$ cat config.mk
export PLATFORM = sky130hd
export DESIGN_NAME = instab_flag
export DESIGN_NICKNAME = d
export VERILOG_FILES = /design/src/rtl/instab_flag_pkg.sv /design/src/rtl/instab_rst_sync.sv /design/src/rtl/instab_down_counter.sv /design/src/rtl/instab_flag_ctrl.sv /design/src/rtl/instab_flag.sv
export SDC_FILE = /design/constraint.sdc
export NUM_CORES = 1
export LEC_CHECK = 0
export BUFFER_PORTS_ARGS = -buffer_cell sky130_fd_sc_hd__clkbuf_2
export CAP_MARGIN = 15
export CORE_ASPECT_RATIO = 0.6
export CORE_UTILIZATION = 35
export CTS_CLUSTER_DIAMETER = 80
export DETAILED_ROUTE_END_ITERATION = 16
export PLACE_DENSITY = 0.59
export SYNTH_ARGS = -nofsm -noshare
export SYNTH_HDL_FRONTEND = slang
export SYNTH_SLANG_ARGS = --single-unit
$ cat constraint.sdc
create_clock -name clk -period 0.88 [get_ports clk]
set_input_delay 0.132 -clock clk [delete_from_list [all_inputs] [get_ports clk]]
set_output_delay 0.132 -clock clk [all_outputs]
set_load 0.02 [all_outputs]
$ cat src/rtl/instab_flag_pkg.sv
`timescale 1ns/1ps
package instab_flag_pkg;

  typedef enum logic [1:0] {
    ST_IDLE  = 2'd0,
    ST_PULSE = 2'd1,
    ST_GAP   = 2'd2,
    ST_HOLD  = 2'd3
  } instab_state_e;

  function automatic int unsigned max_len(int unsigned a, int unsigned b);
    return (a > b) ? a : b;
  endfunction

endpackage

$ cat src/rtl/instab_rst_sync.sv
`timescale 1ns/1ps
module instab_rst_sync #(
  parameter int STAGES = 2
) (
  input  logic clk,
  input  logic rst_n,
  output logic rst_sync_n
);

  logic [STAGES-1:0] chain_q;

  always_ff @(posedge clk or negedge rst_n) begin
    if (!rst_n) begin
      chain_q <= '0;
    end else begin
      chain_q <= {chain_q[STAGES-2:0], 1'b1};
    end
  end

  assign rst_sync_n = chain_q[STAGES-1];

endmodule

$ cat src/rtl/instab_down_counter.sv
`timescale 1ns/1ps
module instab_down_counter #(
  parameter int CW = 13
) (
  input  logic          clk,
  input  logic          rst_n,
  input  logic          load_i,
  input  logic [CW-1:0] load_val_i,
  input  logic          dec_i,
  output logic          zero_o
);

  logic [CW-1:0] cnt_q;
  logic [CW-1:0] cnt_d;
  logic          cnt_en;

  assign cnt_en = load_i | dec_i;

  always_comb begin
    cnt_d = cnt_q;
    if (load_i) begin
      cnt_d = load_val_i;
    end else if (dec_i) begin
      cnt_d = cnt_q - 1'b1;
    end
  end

  always_ff @(posedge clk or negedge rst_n) begin
    if (!rst_n) begin
      cnt_q <= '0;
    end else if (cnt_en) begin
      cnt_q <= cnt_d;
    end
  end

  assign zero_o = (cnt_q == '0);

  // the countdown must never wrap below zero
  a_r6_no_wrap: assert property (@(posedge clk) disable iff (!rst_n)
    (dec_i && !load_i) |-> !zero_o);

endmodule

$ cat src/rtl/instab_flag_ctrl.sv
`timescale 1ns/1ps
module instab_flag_ctrl
  import instab_flag_pkg::*;
#(
  parameter int PULSE_LEN = 3,
  parameter int HOLD_LEN  = 5120,
  parameter int CW        = 13
) (
  input  logic          clk,
  input  logic          rst_n,
  input  logic          mode_i,
  input  logic          unstable_i,
  input  logic          cnt_zero_i,
  output logic          cnt_load_o,
  output logic [CW-1:0] cnt_load_val_o,
  output logic          cnt_dec_o,
  output logic          flag_o
);

  localparam logic [CW-1:0] PULSE_LD = CW'(PULSE_LEN - 1);
  localparam logic [CW-1:0] HOLD_LD  = CW'(HOLD_LEN - 1);

  instab_state_e state_q, state_d;
  logic          flag_q, flag_d;
  logic          ready;

  assign ready = (state_q == ST_IDLE) || (state_q == ST_GAP);

  always_comb begin
    state_d        = state_q;
    cnt_load_o     = 1'b0;
    cnt_load_val_o = PULSE_LD;
    cnt_dec_o      = 1'b0;
    unique case (state_q)
      ST_IDLE, ST_GAP: begin
        if (unstable_i) begin
          cnt_load_o = 1'b1;
          if (mode_i) begin
            state_d        = ST_HOLD;
            cnt_load_val_o = HOLD_LD;
          end else begin
            state_d        = ST_PULSE;
            cnt_load_val_o = PULSE_LD;
          end
        end else begin
          state_d = ST_IDLE;
        end
      end
      ST_PULSE: begin
        if (cnt_zero_i) begin
          state_d = ST_GAP;
        end else begin
          cnt_dec_o = 1'b1;
        end
      end
      ST_HOLD: begin
        if (unstable_i) begin
          cnt_load_o     = 1'b1;
          cnt_load_val_o = HOLD_LD;
        end else if (cnt_zero_i) begin
          state_d = ST_IDLE;
        end else begin
          cnt_dec_o = 1'b1;
        end
      end
      default: state_d = ST_IDLE;
    endcase
    flag_d = (state_d == ST_PULSE) || (state_d == ST_HOLD);
  end

  always_ff @(posedge clk or negedge rst_n) begin
    if (!rst_n) begin
      state_q <= ST_IDLE;
      flag_q  <= 1'b0;
    end else begin
      state_q <= state_d;
      flag_q  <= flag_d;
    end
  end

  assign flag_o = flag_q;

  a_r2_raw_start: assert property (@(posedge clk) disable iff (!rst_n)
    (ready && !mode_i && unstable_i) |=> (flag_o && state_q == ST_PULSE));

  a_r5_filt_start: assert property (@(posedge clk) disable iff (!rst_n)
    (ready && mode_i && unstable_i) |=> (flag_o && state_q == ST_HOLD));

  a_r3_gap_after_pulse: assert property (@(posedge clk) disable iff (!rst_n)
    (state_q == ST_PULSE && cnt_zero_i) |=> !flag_o);

  a_r4_pulse_fixed: assert property (@(posedge clk) disable iff (!rst_n)
    (state_q == ST_PULSE && !cnt_zero_i) |=> (flag_o && state_q == ST_PULSE));

  a_r7_hold_reload: assert property (@(posedge clk) disable iff (!rst_n)
    (state_q == ST_HOLD && unstable_i) |=> (flag_o && !cnt_zero_i));

  a_r6_hold_keeps: assert property (@(posedge clk) disable iff (!rst_n)
    (state_q == ST_HOLD && !cnt_zero_i) |=> flag_o);

  a_r8_no_cross_pulse: assert property (@(posedge clk) disable iff (!rst_n)
    (state_q == ST_PULSE) |=> (state_q != ST_HOLD));

  a_r8_no_cross_hold: assert property (@(posedge clk) disable iff (!rst_n)
    (state_q == ST_HOLD) |=> (state_q != ST_PULSE));

  a_r9_idle_quiet: assert property (@(posedge clk) disable iff (!rst_n)
    (ready && !unstable_i) |=> !flag_o);

endmodule

$ cat src/rtl/instab_flag.sv
`timescale 1ns/1ps
module instab_flag
  import instab_flag_pkg::*;
#(
  parameter int PULSE_LEN = 3,
  parameter int HOLD_LEN  = 5120
) (
  input  logic clk,
  input  logic rst_n,
  input  logic mode_i,
  input  logic unstable_i,
  output logic flag_o
);

  localparam int unsigned LONGEST = max_len(PULSE_LEN, HOLD_LEN);
  localparam int CW = (LONGEST > 1) ? $clog2(LONGEST) : 1;

  logic          rst_sync_n;
  logic          cnt_load;
  logic [CW-1:0] cnt_load_val;
  logic          cnt_dec;
  logic          cnt_zero;

  instab_rst_sync #(.STAGES(2)) u_rst (
    .clk        (clk),
    .rst_n      (rst_n),
    .rst_sync_n (rst_sync_n)
  );

  instab_down_counter #(.CW(CW)) u_cnt (
    .clk        (clk),
    .rst_n      (rst_sync_n),
    .load_i     (cnt_load),
    .load_val_i (cnt_load_val),
    .dec_i      (cnt_dec),
    .zero_o     (cnt_zero)
  );

  instab_flag_ctrl #(
    .PULSE_LEN (PULSE_LEN),
    .HOLD_LEN  (HOLD_LEN),
    .CW        (CW)
  ) u_ctrl (
    .clk            (clk),
    .rst_n          (rst_sync_n),
    .mode_i         (mode_i),
    .unstable_i     (unstable_i),
    .cnt_zero_i     (cnt_zero),
    .cnt_load_o     (cnt_load),
    .cnt_load_val_o (cnt_load_val),
    .cnt_dec_o      (cnt_dec),
    .flag_o         (flag_o)
  );

  // flag is low while reset is asserted
  a_r1_reset_low: assert property (@(posedge clk) !rst_n |-> !flag_o);

endmodule

==> After elaboration in Yosys (flattened, before gate mapping) <==
Index checks and enable logic that the tools add are counted.
{ "totals": {"regBits": 18, "wordCells": 35} }
{ "classes": {"n_addsub": 1, "n_eq_ne": 5, "n_mux": 17, "bitwise_logic": 1, "n_reduce_logical": 7} }
{ "ops": {"columns": ["cell", "n"], "rows": [
  ["$mux W13", 5],
  ["$pmux W13 S2", 1],
  ["$logic_not A13 Y1", 1],
  ["$sub A13 B1 Y13 const B", 1],
  ["$mux W2", 5],
  ["$eq A2 B2 Y1 const B", 3],
  ["$pmux W2 S3", 1],
  ["$eq A2 B1 Y1 const B", 2],
  ["$mux W1", 4],
  ["$reduce_or A3 Y1", 1],
  ["$logic_not A2 Y1", 1],
  ["$pmux W1 S2", 1],
  ["$reduce_and A2 Y1", 1],
  ["$reduce_bool A2 Y1", 1],
  ["$reduce_or A2 Y1", 1],
  ["$logic_or A1 B1 Y1", 1],
  ["$or A1 B1 Y1", 1]
]} }

==> Longest topological paths before layout <==
{ "depth": {"ltp_word": 6, "mapped_depth": 8, "depth_no_buf": 6} }

==> By module <==
Synthesis repeated with hierarchy kept, for this count alone.
{ "unflattened": {"cells_unflattened": 111, "area_unflattened_um2": 1017.2} }
{ "modules_own_cells": {"columns": ["mod", "n_inst", "cells_per_inst", "area_per_inst_um2"], "rows": [
  ["instab_down_counter", 1, 81, 743.2],
  ["instab_flag_ctrl", 1, 27, 220.2],
  ["instab_rst_sync", 1, 3, 53.8]
]} }

==> Least setup slack after synthesis <==
Ideal clock, no wire load.
{ "synth_path": {"path_kind": "reg-to-reg", "start": "register u_cnt.cnt_q[0]", "end": "register u_cnt.cnt_q[11]", "setup_time_ps": 78, "arrival_time_ps": 1703, "t_required_ps": 802, "setup_slack_ps": -900, "stages_incl_launch_ff": 8, "period_less_slack_ps": 1780, "cell_sequence": "dfrtp_1 -> inv_1 -> ha_1 -> nor4b_2 -> a41o_1 -> buf_6 -> or4_1 -> a21boi_1"} }
{ "synth_via": {"elab_chain_cells": 6, "word_cells_on_any_way": 10, "cone_classes": "1 x add/sub; 5 x mux; 1 x bitwise; 3 x reduce/logical"} }
{ "synth_rtl": {"columns": ["item", "line", "source"], "rows": [
  ["start: declaration", "instab_down_counter.sv:13", "logic [CW-1:0] cnt_q;"],
  ["start signal: assignment", "instab_down_counter.sv:32", "cnt_q <= cnt_d;"],
  ["parallel branches: the longest is 6 deep, another holds $sub A13 B1 Y13", null, null]
]} }
Several ways; the timed one is not identified. The select of a mux whose other input is x is not followed.
A chain may end at the register's enable or synchronous reset.

==> Worst setup path in the final report <==
{ "layout_path": {"start": "register u_cnt.cnt_q[1]", "end": "register u_cnt.cnt_q[4]"} }
Same word-level chain as after synthesis.

==> impl_metrics.env <==
export IMPL_status="finished, violations left"
export IMPL_violations="negative setup slack"
export IMPL_avgSynthCellArea_um2=9.75
export IMPL_synth_async_reset_ratio=1.00
export IMPL_critPathArrivalTime_ps=1840
export IMPL_clk_latency_ps=260
export IMPL_synth_xor_area_frac=0.00999
export IMPL_cp_slowest_cell="dfrtp_1"
export IMPL_synth_seq_area_share=0.485
export IMPL_dpl_cell_area_mm2=0.00120
export IMPL_wire_per_inst_um=15.4
export IMPL_htreeDepth=1
export IMPL_hold_violations=0
export IMPL_drv_cap=0
export IMPL_routabilityCongestion=0.826
export IMPL_setup_viol=16
export IMPL_cp_cell_sequence="inv_2, ha_4, buf_4, inv_1, or3_4, or3_1, a31oi_1"
export IMPL_cts_tree="done"
export IMPL_syn_to_final_growth_pct=61.9
export IMPL_ir_drop_uv=1520
export IMPL_antenna_found_initial=0
export IMPL_fp_dieH_um=40.8
export IMPL_whs_ps=173
export IMPL_netlist_area_um2=877
export IMPL_drt_wl_total_um=2590
export IMPL_initial_core_util=0.388
export IMPL_synthDistinctLibCells=32
export IMPL_crit_type="reg -> reg"
export IMPL_ff2ff_setup_slack_ps=-800
export IMPL_synth_cells=90
export IMPL_dp_cells=156
export IMPL_clockBufferDepth=2
export IMPL_power_density_mw_per_mm2=2210
export IMPL_synthMuxAreaShare=0
export IMPL_routed_via_count=904
export IMPL_rsz0062_at_grt="yes"
export IMPL_setup_tns_ps=-11480
export IMPL_startpoint="u_cnt.cnt_q[1]"
export IMPL_critPathMaxStageDelay_ps=400
export IMPL_fin_crit_sh=1.90
export IMPL_final_max_slew_viol_count=0
export IMPL_die_area_mm2=0.00272
export IMPL_num_nets_final=144
export IMPL_grt_max_degree=16
export IMPL_n_fill_cell=180
export IMPL_fp_dieW_um=66.6
export IMPL_rows=13
export IMPL_leakagePower_nw=0.613
export IMPL_r2r_start="u_cnt.cnt_q[1]"
export IMPL_synth_simple_area_share=0.237
export IMPL_hold_class="reg -> async"
export IMPL_core_area_mm2=0.00226
export IMPL_yosys_warnings=0
export IMPL_postLayoutCellArea_mm2=0.00142
export IMPL_min_period_ps=1680
export IMPL_synth_edf_count=0
export IMPL_syn_nets=95
export IMPL_overflow=0
export IMPL_fin_worst_skew_ps=7.45
export IMPL_grtUsageTotal=0.226
export IMPL_synth_compound_area_frac=0.198
export IMPL_port_buffers=4
export IMPL_fin_ws_ps=-795
export IMPL_critPathLaunchType="flop"
export IMPL_clkSinkCount=17
export IMPL_drcViolationCount=0
export IMPL_viasPerCell=5.38
export IMPL_hpwlAfterDp_um=1790
export IMPL_drt_pass1_iter_count=4
export IMPL_drive_gt1_frac=0.471
export IMPL_cts_clk_slew_worst_paths_ps=70
export IMPL_fin_cells=168
export IMPL_cts_buffers_inserted=3
export IMPL_grt_pass1_wl_um=4160
export IMPL_required_ps=1050
export IMPL_path_max_fanout=2
export IMPL_synth_seq_cells=17
export IMPL_fmax_mhz=597
export IMPL_ys_flop_type="dfrtp_1"
export IMPL_synthAdderAreaFrac=0.0143
export IMPL_grt_pass1_vias=875
export IMPL_ant_nets=0
export IMPL_drtIter0Drc=58
export IMPL_antenna_cells=0
export IMPL_synth_top_family_by_area="simple AND/OR/NAND/NOR gates"
export IMPL_critPathCaptureType="flop"
export IMPL_ioPinCount=5
export IMPL_root_buffer="clkbuf_8"
## cell usage in the layout (no fill, tap or decap), drive strengths merged
master / count
a211o: 1
a21boi: 1
a21oi: 2
a31oi: 6
a41o: 1
buf: 42
clkbuf: 8
conb: 1
dfrtp: 17
dlygate4sd3: 1
ha: 1
inv: 6
nand2: 5
nand2b: 1
nand3: 4
nand3b: 2
nand4: 3
nor2: 2
nor3: 6
nor4b: 1
o211ai: 2
o21a: 1
o21ai: 6
o22ai: 1
o311ai: 2
o31a: 1
o31ai: 2
or2: 1
or3: 8
or4: 2
xnor2: 1
## routing by layer
metal  part of all wire  global-route usage  vias to the layer above
met3              0.039              0.0667                        2
met4             0.0046              0.0372                        0
li1                   -                   -                      438
met1               0.51               0.296                      450
met2               0.45               0.384                       14
met5                  0                   0                        -
## worst max-delay path, delay by kind of cell (launching register included)
kind | cells | cell delay [ps]
flops | 1 | 400
fa+ha+maj | 1 | 130
simple gates | 2 | 690
buf+inv | 3 | 230
compound gates | 1 | 150
## layout make-up
cell class / count / area, um^2 / area share
well taps: 30 / 37.5 / 0.0264
multi-input cells: 64 / 517 / 0.364
repair buffers: 47 / 373 / 0.263
clock buffers: 4 / 45.0 / 0.0317
flip-flops and latches: 17 / 425 / 0.300
inverters: 6 / 22.5 / 0.0159
## worst paths after layout
check | endpoint | depth (start not counted)
setup / recovery | u_cnt.cnt_q[4] | 7
hold / removal | u_cnt.cnt_q[9] | 1
setup reg to reg | u_cnt.cnt_q[4] | 7
hold reg to reg | u_cnt.cnt_q[9] | 1
max in group asynchronous | u_cnt.cnt_q[0] | 1
min in group clk | u_ctrl.state_q[1] | 4
## where the power goes
group	leakage [nW]	internal (W)	switching (W)	total (W)
Clock	0.0228	0.000322	0.000276	0.000598
Sequential	0.198	0.000989	0.000207	0.00120
Combinational	0.392	0.000723	0.000618	0.00134
## stage by stage
step	utilization	worst slack, ps	power (W)
2_1_floorplan	-	-788	0.00175
3_3_place_gp	0.529	-830	0.00232
3_5_place_dp	0.529	-965	0.00238
4_1_cts	0.616	-791	0.00313
5_1_grt	0.628	-881	0.00335
6_report	0.628	-795	0.00313
## flip-flops by register name (all words and copies together), names as in the netlist
signal          cells
u_cnt.cnt_q        13
u_ctrl.state_q      2
u_rst.chain_q       2
## cell usage after synthesis (all sizes together), types with 2 or more instances
master,count,area (um^2)
a31oi,6,37.5
buf,2,18.8
or3,8,50.1
nand4,3,18.8
nand3b,2,15.0
o31ai,2,15.0
dfrtp,17,425
nor2,2,7.51
o21ai,6,30.0
o311ai,2,17.5
or4,2,15.0
nand2,5,18.8
a21oi,2,10.0
nand3,4,20.0
nor3,6,35.0
inv,6,22.5
o211ai,2,15.0
## cell families after synthesis
family	after synthesis
adders and majority gates	1
DFF	17
xor gates and xnor gates	1
buffers and inverters	9
other	1
and+or+nand+nor	35
AOI/OAI and AO/OA	26
## what timing repair did
item                       CTS  global route
gates resized for setup     20             4
cloned                       0             0
setup endpoints to repair   16            16
hold buffers                 1             0
pin swaps                   13             2
hold endpoints to repair     2             0
setup buffers                6             1
Power figures use the tool's default switching activity.
